--- config.mk ---
export PLATFORM = sky130hd
export DESIGN_NAME = pt_walker
export DESIGN_NICKNAME = d
export VERILOG_FILES = /design/src/rtl/pt_walker_pkg.sv /design/src/rtl/pt_walker_ctrl.sv /design/src/rtl/pt_walker_dp.sv /design/src/rtl/pt_walker.sv
export SDC_FILE = /design/constraint.sdc
export NUM_CORES = 1
export LEC_CHECK = 0
export BUFFER_PORTS_ARGS = -buffer_cell sky130_fd_sc_hd__buf_2
export CORE_MARGIN = 8
export CORE_UTILIZATION = 45
export CTS_CLUSTER_SIZE = 28
export DETAILED_ROUTE_END_ITERATION = 12
export PLACE_DENSITY = 0.76
export SYNTH_ARGS = -nofsm -noshare
export SYNTH_HDL_FRONTEND = slang
export SYNTH_SLANG_ARGS = --single-unit
export TNS_END_PERCENT = 30
--- constraint.sdc ---
create_clock -name clk -period 2.3 [get_ports clk]
set_input_delay 0.115 -clock clk [delete_from_list [all_inputs] [get_ports clk]]
set_output_delay 0.115 -clock clk [all_outputs]
set_load 0.01 [all_outputs]
--- src/rtl/pt_walker_pkg.sv ---
`timescale 1ns/1ps
package pt_walker_pkg;

  typedef enum logic [2:0] {
    W_IDLE,
    W_L1,
    W_L2,
    W_L3,
    W_DONE
  } walkState_e;

  localparam logic [2:0] FC_OK      = 3'd0;
  localparam logic [2:0] FC_INVALID = 3'd1;
  localparam logic [2:0] FC_ACCESS  = 3'd2;
  localparam logic [2:0] FC_ON_RD   = 3'd3;
  localparam logic [2:0] FC_ON_EX   = 3'd4;
  localparam logic [2:0] FC_ON_WR   = 3'd5;

  localparam logic [1:0] ACC_RD = 2'd0;
  localparam logic [1:0] ACC_WR = 2'd1;
  localparam logic [1:0] ACC_EX = 2'd2;

  localparam int BIT_VALID  = 0;
  localparam int BIT_FO_RD  = 1;
  localparam int BIT_FO_WR  = 2;
  localparam int BIT_FO_EX  = 3;
  localparam int BIT_K_RD   = 8;
  localparam int BIT_U_RD   = 9;
  localparam int BIT_K_WR   = 12;
  localparam int BIT_U_WR   = 13;
  localparam int GH_LO      = 5;
  localparam int PFN_LO     = 32;

  typedef struct packed {
    logic       capture;
    logic       stepLevel;
    logic       finalize;
    logic [1:0] level;
  } walkStrobe_t;

endpackage

--- src/rtl/pt_walker_ctrl.sv ---
`timescale 1ns/1ps
module pt_walker_ctrl
  import pt_walker_pkg::*;
(
  input  logic        clk,
  input  logic        rstN,
  input  logic        start,
  input  logic        memValid,
  input  logic        segWalk,
  input  logic        entryStop,
  output walkStrobe_t strb,
  output logic        busy,
  output logic        done,
  output logic        memReq
);

  walkState_e state, stateNext;

  always_ff @(posedge clk or negedge rstN) begin
    if (!rstN) state <= W_IDLE;
    else       state <= stateNext;
  end

  always_comb begin
    stateNext      = state;
    strb           = '0;
    case (state)
      W_L1:    strb.level = 2'd1;
      W_L2:    strb.level = 2'd2;
      W_L3:    strb.level = 2'd3;
      default: strb.level = 2'd0;
    endcase
    case (state)
      W_IDLE, W_DONE: begin
        if (start) begin
          strb.capture = 1'b1;
          stateNext    = segWalk ? W_L1 : W_DONE;
        end
      end
      W_L1, W_L2, W_L3: begin
        if (memValid) begin
          if (entryStop) begin
            strb.finalize = 1'b1;
            stateNext     = W_DONE;
          end else begin
            strb.stepLevel = 1'b1;
            stateNext      = (state == W_L1) ? W_L2 : W_L3;
          end
        end
      end
      default: stateNext = W_IDLE;
    endcase
  end

  assign busy   = (state == W_L1) || (state == W_L2) || (state == W_L3);
  assign memReq = busy;
  assign done   = (state == W_DONE);

endmodule

--- src/rtl/pt_walker_dp.sv ---
`timescale 1ns/1ps
module pt_walker_dp
  import pt_walker_pkg::*;
#(
  parameter int VA_BITS   = 43,
  parameter int PAGE_BITS = 13,
  parameter int SHIFT_W   = $clog2(PAGE_BITS + 10)
) (
  input  logic               clk,
  input  logic               rstN,
  input  walkStrobe_t        strb,
  input  logic [63:0]        vaddr,
  input  logic [1:0]         accType,
  input  logic               userMode,
  input  logic [63:0]        tableBase,
  input  logic [63:0]        memData,
  output logic               segWalk,
  output logic               entryStop,
  output logic [63:0]        memAddr,
  output logic [63:0]        physAddr,
  output logic [SHIFT_W-1:0] pageShift,
  output logic               permRead,
  output logic               permWrite,
  output logic [2:0]         faultCode
);

  localparam int LVL_BITS = PAGE_BITS - 3;
  localparam int LEVELS   = 3;
  localparam logic [63:0] OFF_MASK = (64'd1 << PAGE_BITS) - 64'd1;

  logic [63:0] vaReg, baseReg;
  logic [1:0]  accReg;
  logic        userReg;

  // segment decode on the live request
  logic       canonical;
  logic [1:0] segSel;
  logic [2:0] directCode;
  assign canonical  = (&vaddr[63:VA_BITS-1]) || !(|vaddr[63:VA_BITS-1]);
  assign segSel     = vaddr[VA_BITS-1 -: 2];
  assign segWalk    = canonical && (segSel != 2'd2);
  assign directCode = !canonical ? FC_INVALID : (userMode ? FC_ACCESS : FC_OK);

  // per-level table indices, level 1 most significant
  logic [LVL_BITS-1:0] lvlIdx [LEVELS];
  for (genvar g = 0; g < LEVELS; g++) begin : gIdx
    assign lvlIdx[g] = vaReg[PAGE_BITS + (LEVELS-1-g)*LVL_BITS +: LVL_BITS];
  end

  logic [LVL_BITS-1:0] curIdx;
  always_comb begin
    case (strb.level)
      2'd2:    curIdx = lvlIdx[1];
      2'd3:    curIdx = lvlIdx[2];
      default: curIdx = lvlIdx[0];
    endcase
  end
  assign memAddr = (baseReg << PAGE_BITS) + {{(64-LVL_BITS-3){1'b0}}, curIdx, 3'b000};

  // entry evaluation
  logic       isFinal, rdEn, wrEn;
  logic [2:0] entryCode;
  assign isFinal = (strb.level == 2'd3);
  assign rdEn    = userReg ? memData[BIT_U_RD] : memData[BIT_K_RD];
  assign wrEn    = userReg ? memData[BIT_U_WR] : memData[BIT_K_WR];

  always_comb begin
    entryCode = FC_OK;
    if (!memData[BIT_VALID]) begin
      entryCode = FC_INVALID;
    end else if (!isFinal) begin
      if (!memData[BIT_K_RD]) entryCode = FC_ACCESS;
    end else if ((accReg == ACC_WR) ? !wrEn : !rdEn) begin
      entryCode = FC_ACCESS;
    end else if (accReg == ACC_RD && memData[BIT_FO_RD]) begin
      entryCode = FC_ON_RD;
    end else if (accReg == ACC_EX && memData[BIT_FO_EX]) begin
      entryCode = FC_ON_EX;
    end else if (accReg == ACC_WR && memData[BIT_FO_WR]) begin
      entryCode = FC_ON_WR;
    end
  end
  assign entryStop = (entryCode != FC_OK) || isFinal;

  logic [63:0]        pfnExt;
  logic [SHIFT_W-1:0] finalShift;
  assign pfnExt     = {32'd0, memData[63:PFN_LO]};
  assign finalShift = SHIFT_W'(PAGE_BITS + 3 * int'(memData[GH_LO +: 2]));

  always_ff @(posedge clk or negedge rstN) begin
    if (!rstN) begin
      vaReg     <= '0;
      baseReg   <= '0;
      accReg    <= '0;
      userReg   <= 1'b0;
      physAddr  <= '0;
      pageShift <= '0;
      permRead  <= 1'b0;
      permWrite <= 1'b0;
      faultCode <= FC_OK;
    end else if (strb.capture) begin
      vaReg     <= vaddr;
      baseReg   <= tableBase;
      accReg    <= accType;
      userReg   <= userMode;
      physAddr  <= '0;
      pageShift <= '0;
      permRead  <= 1'b0;
      permWrite <= 1'b0;
      faultCode <= FC_OK;
      if (!segWalk) begin
        faultCode <= directCode;
        if (directCode == FC_OK) begin
          physAddr  <= vaddr;
          pageShift <= SHIFT_W'(PAGE_BITS);
          permRead  <= 1'b1;
          permWrite <= 1'b1;
        end
      end
    end else if (strb.stepLevel) begin
      baseReg <= pfnExt;
    end else if (strb.finalize) begin
      faultCode <= entryCode;
      if (entryCode == FC_OK) begin
        physAddr  <= (pfnExt << PAGE_BITS) | (vaReg & OFF_MASK);
        pageShift <= finalShift;
        permRead  <= rdEn;
        permWrite <= wrEn;
      end
    end
  end

endmodule

--- src/rtl/pt_walker.sv ---
`timescale 1ns/1ps
module pt_walker
  import pt_walker_pkg::*;
#(
  parameter int VA_BITS   = 43,
  parameter int PAGE_BITS = 13,
  parameter int SHIFT_W   = $clog2(PAGE_BITS + 10)
) (
  input  logic               clk,
  input  logic               rstN,
  input  logic               start,
  input  logic [63:0]        vaddr,
  input  logic [1:0]         accType,
  input  logic               userMode,
  input  logic [63:0]        tableBase,
  output logic               busy,
  output logic               done,
  output logic               memReq,
  output logic [63:0]        memAddr,
  input  logic               memValid,
  input  logic [63:0]        memData,
  output logic [63:0]        physAddr,
  output logic [SHIFT_W-1:0] pageShift,
  output logic               permRead,
  output logic               permWrite,
  output logic [2:0]         faultCode
);

  walkStrobe_t strb;
  logic        segWalk, entryStop;

  pt_walker_ctrl u_ctrl (
    .clk       (clk),
    .rstN      (rstN),
    .start     (start),
    .memValid  (memValid),
    .segWalk   (segWalk),
    .entryStop (entryStop),
    .strb      (strb),
    .busy      (busy),
    .done      (done),
    .memReq    (memReq)
  );

  pt_walker_dp #(
    .VA_BITS   (VA_BITS),
    .PAGE_BITS (PAGE_BITS),
    .SHIFT_W   (SHIFT_W)
  ) u_dp (
    .clk       (clk),
    .rstN      (rstN),
    .strb      (strb),
    .vaddr     (vaddr),
    .accType   (accType),
    .userMode  (userMode),
    .tableBase (tableBase),
    .memData   (memData),
    .segWalk   (segWalk),
    .entryStop (entryStop),
    .memAddr   (memAddr),
    .physAddr  (physAddr),
    .pageShift (pageShift),
    .permRead  (permRead),
    .permWrite (permWrite),
    .faultCode (faultCode)
  );

endmodule

# After elaboration in Yosys (flattened, before gate mapping)
# Cells that the tools add are included.
# Widths: inputs -> output; s select.
classes:
  eq_ne: 12
  n_bitwise: 1
  n_reduce_logical: 26
  addsub: 2
  n_mul: 1
  muxes: 54
ops:
  columns: ["op", "count"]
  rows:
  - ["$mux 64", 6]
  - ["$mux 51", 2]
  - ["$add 64x13->64", 1]
  - ["$mux 3", 15]
  - ["$or 45x13->45", 1]
  - ["$mux 5", 5]
  - ["$reduce_and 22->1", 1]
  - ["$reduce_or 22->1", 1]
  - ["$pmux 10 s2", 1]
  - ["$mux 1", 18]
  - ["$logic_not 3->1", 3]
  - ["$mux 2", 4]
  - ["$eq 2x2->1 const B", 3]
  - ["$eq 3x2->1 const B", 2]
  - ["$ne 2x2->1 const B", 3]
  - ["$pmux 2 s3", 1]
  - ["$pmux 3 s2", 1]
  - ["$reduce_bool 2->1", 3]
  - ["$add 5x5->5 const A", 1]
  - ["$logic_and 1x1->1", 4]
  - ["$logic_or 1x1->1", 4]
  - ["$mul 2x2->4 const A", 1]
  - ["$mux 4", 1]
  - ["$reduce_and 2->1", 2]
  - ["10 further kinds", 12]
totals:
  reg_bits: 174
  out_inout_bits: 141
  in_bits: 199
  wordCells: 106

# Longest topological paths before layout
# Gate-level depths: netlist of run 1.
depth:
  word_depth: 16
  depth_mapped: 8
  depth_no_buf: 5

# Modules after synthesis
# From an unflattened synthesis of run 1, not the netlist that was laid out.
hier_totals:
  hier_cells: 888
  hier_area_um2: 8938.6
modules_own_cells:
  columns: ["module", "seq_area_each_um2", "n_inst", "cells_each", "area_each_um2"]
  rows:
  - ["pt_walker_dp", 4279.1, 1, 861, 8702.1]
  - ["pt_walker_ctrl", 75.1, 1, 27, 236.5]

# Least setup slack after synthesis of run 1
# No wires, ideal clock.
synth_timing:
  path_kind: "reg2reg"
  startpoint: "reg u_ctrl.state[2]"
  endpoint: "reg u_dp.physAddr[43]"
  path_slack_ps: 214
  t_arrival_ps: 1952
  setup_time_ps: 134
  path_stages_with_launch: 8
  synth_period_minus_slack_ps: 2086
  path_buffers: 2
  required_ps: 2166
  cell_sequence: "dfrtp_1 > nand3b_1 > a21o_1 > o211a_1 > buf_6 > o31ai_4 > buf_6 > a31oi_1"
synth_between:
  elab_chain_len: 12
  elab_cells_between_ends: 24
  classes_between: "eq/ne: 6; mux: 9; reduce/logical: 9"
synth_lines:
  columns: ["element", "line_no", "rtl"]
  rows:
  - ["from (decl)", "pt_walker_ctrl.sv:17", "walkState_e state, stateNext;"]
  - ["from (signal assigned)", "pt_walker_ctrl.sv:21", "else state <= stateNext;"]
  - ["$eq 3x2->1 or $eq 3x1->1 (tied branches)", "pt_walker_ctrl.sv:27, pt_walker_ctrl.sv:33", null]
  - ["$pmux 2 s3", "pt_walker_ctrl.sv:27", "case (state)"]
  - ["$eq 2x2->1", "pt_walker_dp.sv:63", "assign isFinal = (strb.level == 2'd3);"]
  - ["$mux 3", "pt_walker_dp.sv:71", "end else if (!isFinal) begin"]
  - ["$mux 3", "pt_walker_dp.sv:69", "if (!memData[BIT_VALID]) begin"]
  - ["$reduce_bool 3->1", "pt_walker_dp.sv:83", "assign entryStop = (entryCode != FC_OK) || isFinal;"]
  - ["$logic_or 1x1->1", "pt_walker_dp.sv:83", null]
  - ["$mux 1", "pt_walker_ctrl.sv:42", "if (entryStop) begin"]
  - ["$mux 2", "pt_walker_ctrl.sv:41", "if (memValid) begin"]
  - ["$mux 2", "pt_walker_ctrl.sv:33", "case (state)"]
  - ["$ne 2x1->1 (no source line) or $reduce_bool 2->1 (tied branches)", null, null]
  - ["$reduce_and 3->1 (no source line)", null, null]
  - ["to (signal assigned)", "pt_walker_dp.sv:114", "physAddr <= vaddr;"]
  - ["to (signal assigned)", "pt_walker_dp.sv:125", "physAddr <= (pfnExt << PAGE_BITS) | (vaReg & OFF_MASK);"]
  - ["to (decl)", "pt_walker_dp.sv:20", "output logic [63:0] physAddr,"]
# Several ways; a longest one is shown, not always the timed one.
# A chain may end at the register's enable or synchronous reset.

# Worst setup path after layout of run 1
layout_timing:
  startpoint: "reg u_ctrl.state[1]"
  endpoint: "reg u_dp.physAddr[21]"
# The elaborated chain is that of the path after synthesis.

==> results of run 1 <==
## kinds of logic (layout without fill, tap and decap cells)
kind of cell,after synthesis,count (layout),synth area share (%)
AO/OA/AOI/OAI,247,247,23.2
XOR/XNOR,1,1,0.108
adder cells (fa/ha/maj),3,3,0.434
buffers and inverters,87,503,5.10
flip-flops,174,174,53.9
multiplexers,14,14,1.92
other,1,5,0.0464
AND/OR/NAND/NOR,299,299,15.3
## synth_stat cells, types with 2 or more instances
cell type    n  area share (%)
nand2_1    220              10
dfrtp_1    174              54
a31oi_1     79             6.1
clkbuf_1    47             2.2
a311oi_1    45             4.9
o211ai_1    43             4.0
nor2_1      39             1.8
a21o_1      20             1.9
a22o_1      19             2.1
o21ai_0     14            0.87
buf_1       12            0.56
mux2i_1     11             1.4
buf_2       10            0.62
nor4_1       8            0.62
buf_4        7            0.65
nand4_1      7            0.54
buf_6        6            0.84
a311o_1      4            0.50
inv_1        4            0.19
nor3_1       4            0.25
a21oi_1      3            0.19
nor2b_1      3            0.23
or4_1        3            0.28
a32oi_1      2            0.22
and2_1       2            0.15
and3b_1      2            0.22
and4_1       2            0.22
ha_1         2            0.31
mux2_2       2            0.28
nand2b_1     2            0.15
nand3_1      2            0.12
o211a_1      2            0.25
o31ai_1      2            0.19
## final cells by class
class                           instances  area, um2
Multi-Input combinational cell        567       3370
Sequential cell                       174       4350
Antenna cell                            2       5.00
Timing Repair Buffer                  467       3220
Fill cell                            1335       5890
Clock inverter                         14        203
Tap cell                              229        287
Inverter                                4       15.0
Clock buffer                           18        429
## power breakdown
group          leakage, nW  internal [mW]  total, mW  switching [mW]
logic                 3.37          0.607       1.33           0.719
registers             2.13           3.30       3.43           0.132
clock network        0.300           1.84       3.12            1.28
## metal layers
metal / GRT usage, % / vias to the layer above / routed length, um / share of wire (%)
met5: 0 / - / 0 / 0
met4: 10.5 / 0 / 737 / 2.5
met3: 6.59 / 68 / 2540 / 8.8
met2: 42.5 / 446 / 14400 / 50
met1: 30.8 / 4042 / 11300 / 39
li1: - / 3827 / - / -
## worst max path at each step
stage | cells past startpoint | to | from | slack, ns
floorplan | 7 | u_dp.physAddr[43] | u_ctrl.state[2] | 0.21
global placement | 5 | u_dp.baseReg[33] | u_ctrl.state[1] | 0.15
detailed placement | 5 | u_dp.baseReg[45] | u_ctrl.state[1] | 0.06
CTS | 5 | u_dp.baseReg[45] | u_ctrl.state[1] | 0.06
global route | 6 | u_dp.physAddr[20] | u_ctrl.state[1] | -0.008
finish | 6 | u_dp.physAddr[21] | u_ctrl.state[1] | 0.10
## worst reg2reg max path, stage by stage, from the launching register on
cell and delay (ns):
dfrtp_1 0.50, nand3b_1 0.19, a21o_1 0.27, o31a_2 0.43, buf_4 0.25, a311oi_1 0.37, a31oi_1 0.08
## cells in the final DEF (no fill, tap or decap), types with 17 or more instances in the layout
cell,netlist,routed
buf_2,10,300
nand2_1,220,219
dfrtp_1,174,174
dlygate4sd3_1,0,131
a31oi_1,79,79
a311oi_1,45,45
o211ai_1,43,43
nor2_1,39,39
buf_4,7,24
a21o_1,20,20
a22o_1,19,19
clkbuf_16,0,17
## timing repair
action / CTS / global route
setup endpoints to repair: 0 / 21
gates resized for setup: 0 / 4
hold endpoints to repair: 179 / 0
hold buffers: 131 / 0
## flip-flops by register name, summed over array words and instances, names as in the netlist
| register | count |
|---|---|
| u_dp.vaReg | 43 |
| u_dp.faultCode | 3 |
| u_dp.permWrite | 1 |
| u_dp.physAddr | 64 |
| u_dp.baseReg | 51 |
| u_dp.permRead | 1 |
| u_dp.userReg | 1 |
| u_ctrl.state | 3 |
| u_dp.pageShift | 5 |
| u_dp.accReg | 2 |
==> results.sh, run 1 <==
export IMPL_cp_arrival_ns=2.49
export IMPL_syn_inst=826
export IMPL_hold_end="u_dp.pageShift[0]"
export IMPL_drv_slew=0
export IMPL_powerDensity_mw_per_mm2=663
export IMPL_critPathMaxFanout=24
export IMPL_root_buffer="clkbuf_16"
export IMPL_antenna_found_initial=1
export IMPL_drt_wirelength_per_cell_um=19.7
export IMPL_die_h_um=150
export IMPL_synth_edff_count=0
export IMPL_cts_max_path_buffers=2
export IMPL_min_period_ns=2.20
export IMPL_final_cell_area_mm2=0.0119
export IMPL_grt_pass1_vias=8717
export IMPL_layout_nets=1432
export IMPL_total_power_mw=7.88
export IMPL_std_cell_rows=49
export IMPL_async_flop_share_pct=100
export IMPL_cts_sinks=174
export IMPL_final_cells=1475
export IMPL_gp_congestion=0.863
export IMPL_start_util_pct=45.4
export IMPL_grt_usage_pct=25.5
export IMPL_grt_pass1_wl_um=45700
export IMPL_clk_pin_slew_ns=0.07
export IMPL_pin_count=340
export IMPL_placed_area_mm2=0.00994
export IMPL_critPathSlowestCell="dfrtp_1"
export IMPL_finalCritPeriodShare_pct=95.5
export IMPL_dp_cells=1310
export IMPL_critical_path_top_delay_family="compound AO/OA/AOI/OAI gates"
export IMPL_grt_max_degree=65
export IMPL_hold_violations=0
export IMPL_grt_overflow_total=0
export IMPL_hpwl_um=18700
export IMPL_tightest_slew_ns=0.579
export IMPL_insertion_delay_ns=0.42
export IMPL_timing_rr_end="u_dp.physAddr[21]"
export IMPL_cp_num_buf_inv=1
export IMPL_num_vias=8383
export IMPL_postCtsSetupBuffers=0
export IMPL_utilization_pct=66.9
export IMPL_syn_area_mm2=0.00808
export IMPL_portBuffers=301
export IMPL_drc=0
export IMPL_tritoncts="done"
export IMPL_setup_tns_ns=0
export IMPL_power_leakage_nw=5.80
export IMPL_fmax_mhz=455
export IMPL_core_area_mm2=0.0178
export IMPL_crit_type="reg -> reg"
export IMPL_setup_viol_count_final=0
export IMPL_die_w_um=150
export IMPL_synth_avg_cell_area_um2=9.78
export IMPL_cts_buffers=17
export IMPL_cts_htree_levels=4
export IMPL_crit_chain="nand3b_1, a21o_1, o31a_2, buf_4, a311oi_1, a31oi_1"
export IMPL_antenna_left=0
export IMPL_holdCritPathClass="in -> reg"
export IMPL_avgViaCountPerCell=5.68
export IMPL_cpPeakStageDelay_ns=0.50
export IMPL_synth_seq_area_share_pct=53.9
export IMPL_first_iter_violations=638
export IMPL_synth_seq_cells=174
export IMPL_crit_path_end_kind="register"
export IMPL_layout_drive_gt1_share_pct=31.2
export IMPL_place_ws_ns=0.0637
export IMPL_status="finished, final reports clean"
export IMPL_ys_flop_type="dfrtp_1"
export IMPL_synthToLayoutAreaGrowth_pct=47.2
export IMPL_dr_pass1_iters=5
export IMPL_fin_skew_ns=0.00842
export IMPL_drv_cap=0
export IMPL_rsz0062_at_grt="true"
export IMPL_wirelength_um=29000
export IMPL_start_kind="register"
export IMPL_min_delay_start="memData[5]"
export IMPL_die_area_mm2=0.0225
export IMPL_vdd_drop_max_v=0.000499
export IMPL_cp_required_ns=2.59
export IMPL_yosys_warnings=0
export IMPL_reg2reg_depth=6
export IMPL_yosys_cell_types_count=57
export IMPL_min_path_cells=4
export IMPL_max_slew_margin_pct=61.4
export IMPL_rrSetupSlack_ns=0.10
export IMPL_rr_startpoint="u_ctrl.state[1]"
export IMPL_worst_hold_slack_ns=0.0349
export IMPL_worst_slack_ns=0.104
(Power assumes the default switching activity.)
==> run 2, diff against run 1 <==
--- a/config.mk
+++ b/config.mk
@@ -5,6 +5,7 @@
 export SDC_FILE = /design/constraint.sdc
 export NUM_CORES = 1
 export LEC_CHECK = 0
+export ABC_AREA = 1
 export BUFFER_PORTS_ARGS = -buffer_cell sky130_fd_sc_hd__buf_2
 export CORE_MARGIN = 8
 export CORE_UTILIZATION = 45
==> run 2 against run 1 <==
Critical path depth is 3 higher; global-route usage down 0.16 points; die area decreased by 1.3%; clock skew shrank 0.0012 ns; largest power group unchanged; critical path type unchanged; setup slack gained 0.039 ns; sequential power rose by 1%; first-iteration DRC count is 36% lower; worst hold slack got worse by 0.028 ns; non-clock buffer count down 50; register-to-register slack better by 0.04 ns.
==> results.sh, run 2 <==
export IMPL_cp_required_ns=2.66
export IMPL_reg_top3="u_dp.physAddr x64, u_dp.baseReg x51, u_dp.vaReg x43"
export IMPL_start_util_pct=46.0
export IMPL_power_leakage_nw=6.50
export IMPL_antenna_left=0
export IMPL_crit_path_start="u_ctrl.state[0]"
export IMPL_syn_area_mm2=0.00796
export IMPL_utilization_pct=65.6
export IMPL_synthToLayoutAreaGrowth_pct=42.5
export IMPL_grt_max_degree=98
export IMPL_postCtsSetupBuffers=0
export IMPL_pin_count=340
export IMPL_layout_nets=1610
export IMPL_cts_max_path_buffers=2
export IMPL_grt_overflow_total=0
export IMPL_die_area_mm2=0.0222
export IMPL_insertion_delay_ns=0.42
export IMPL_drt_wirelength_per_cell_um=17.2
export IMPL_root_buffer="clkbuf_16"
export IMPL_status="finished, final reports clean"
export IMPL_crit_path_end_kind="register"
export IMPL_layout_drive_gt1_share_pct=25.7
export IMPL_setup_viol_count_final=0
export IMPL_syn_inst=1031
export IMPL_grt_usage_pct=25.3
export IMPL_core_area_mm2=0.0173
export IMPL_yosys_warnings=0
export IMPL_async_flop_share_pct=100
export IMPL_final_common_cell="nand2_1"
export IMPL_rr_startpoint="u_ctrl.state[0]"
export IMPL_yosys_cell_types_count=27
export IMPL_ys_flop_type="dfrtp_1"
export IMPL_first_iter_violations=410
export IMPL_clk_pin_slew_ns=0.07
export IMPL_timing_rr_end="u_dp.baseReg[8]"
export IMPL_powerDensity_mw_per_mm2=686
export IMPL_wirelength_um=28300
export IMPL_avgViaCountPerCell=5.05
export IMPL_std_cell_rows=48
export IMPL_met3_usage_pct=7.55
export IMPL_grt_pass1_wl_um=44900
export IMPL_hpwl_um=19100
export IMPL_largest_reg_flops=64
export IMPL_tritoncts="done"
export IMPL_yosysMostFrequentCell="nand2_1"
export IMPL_top_register="u_dp.physAddr"
export IMPL_gp_congestion=0.882
export IMPL_holdCritPathClass="in -> reg"
export IMPL_rrSetupSlack_ns=0.14
export IMPL_synth_avg_cell_area_um2=7.72
export IMPL_placed_area_mm2=0.00978
export IMPL_die_h_um=149
export IMPL_cts_htree_levels=4
export IMPL_crit_path_end="u_dp.baseReg[8]"
export IMPL_cts_buffers=17
export IMPL_layout_common_cells="nand2_1 (538), buf_2 (300), dfrtp_1 (174), dlygate4sd3_1 (95), nand3_1 (87)"
export IMPL_crit_type="reg -> reg"
export IMPL_use_met1_pct=29.0
export IMPL_fmax_mhz=464
export IMPL_start_kind="register"
export IMPL_portBuffers=301
export IMPL_dp_cells=1520
export IMPL_synth_seq_area_share_pct=54.7
export IMPL_max_slew_margin_pct=58.3
export IMPL_synth_top_area_cell="dfrtp_1"
export IMPL_synth_top_area_share_pct=54.7
export IMPL_synth_edff_count=0
export IMPL_min_period_ns=2.16
export IMPL_drv_cap=0
export IMPL_fin_skew_ns=0.00726
export IMPL_hold_violations=0
export IMPL_dr_pass1_iters=7
export IMPL_num_vias=8330
export IMPL_synth_area_leaders="dfrtp_1 (55%), nand2_1 (26%), nand3_1 (5.6%)"
export IMPL_antenna_found_initial=3
export IMPL_finalCritPeriodShare_pct=93.8
export IMPL_critPathMaxFanout=19
export IMPL_tightest_slew_ns=0.625
export IMPL_use_met2_pct=42.6
export IMPL_synth_seq_cells=174
export IMPL_drc=0
export IMPL_die_w_um=149
export IMPL_cp_arrival_ns=2.52
export IMPL_top_usage_layer="met2"
export IMPL_vdd_drop_max_v=0.000535
export IMPL_cts_sinks=174
export IMPL_final_cells=1650
export IMPL_reg2reg_depth=9
export IMPL_yosys_top_cells_count="nand2_1 (541), dfrtp_1 (174), nand3_1 (89)"
export IMPL_final_cell_area_mm2=0.0113
export IMPL_grt_pass1_vias=8648
export IMPL_drv_slew=0
## run 2: critical path: stages (launching register included)
cell,delay (ns)
dfrtp_1,0.44
nor2_2,0.24
nand2_4,0.12
inv_4,0.20
buf_4,0.28
nand2_1,0.09
nand2_1,0.06
dlygate4sd3_1,0.54
nand2_1,0.05
nand2_1,0.06
## run 2: layout make-up
type	count	area [um2]
multi-input combinational	765	3220
antenna	3	7.51
inverter	34	130
sequential	174	4350
timing repair buffer	417	2750
fill	1468	5950
clock inverter	15	178
tap	225	282
clock buffer	17	425
## run 2: timing repair
action | CTS | global route
resized for setup | 0 | 3
hold buffers | 95 | 0
hold endpoints to repair | 153 | 0
endpoints found under the setup margin | 0 | 14
## run 2: kinds of logic (layout without fill, tap and decap cells)
logic type	Yosys count	in the layout	share of synthesized area (%)
adders and majority gates	2	2	0.314
buffers and inverters	94	483	5.37
AOI/OAI and AO/OA	94	94	6.35
other	1	6	0.0471
xor gates and xnor gates	1	1	0.110
DFF	174	174	54.7
and+or+nand+nor	665	665	33.1
## run 2: through the flow
step	TNS (ns)	hold WS, ns	worst slack (ns)	power (mW)
floorplan	0	-0.181	0.637	4.10
global placement	0	0.162	0.253	4.70
detailed placement	0	0.166	0.162	4.74
CTS	0	0.00168	0.0244	7.84
global route	-0.00375	0.0109	-0.00375	8.13
finish	0	0.00665	0.143	7.78
## run 2: worst min path at each step
stage / startpoint / endpoint / slack (ns) / depth (start not counted)
after floorplan: rstN / u_ctrl.state[0] / -0.18 / 0
after global placement: rstN / u_dp.baseReg[20] / 0.16 / 1
after detailed placement: rstN / u_dp.baseReg[20] / 0.17 / 1
after CTS: memData[42] / u_dp.baseReg[10] / 0.002 / 5
after global routing: vaddr[36] / u_dp.vaReg[36] / 0.01 / 3
final: vaddr[36] / u_dp.vaReg[36] / 0.007 / 3
## run 2: metal layers
metal  routed length (um)  up-vias
met3                 2510       71
met2                13700      345
li1                     -     4009
met5                   10        -
met1                11000     3903
met4                 1060        2
## run 2: where the power goes
part | switching [mW] | internal (mW) | total [mW] | leakage, nW
registers | 0.139 | 3.33 | 3.47 | 2.19
clock network | 1.31 | 1.64 | 2.96 | 0.301
logic | 0.779 | 0.577 | 1.36 | 4.01
total | 2.23 | 5.55 | 7.78 | 6.50
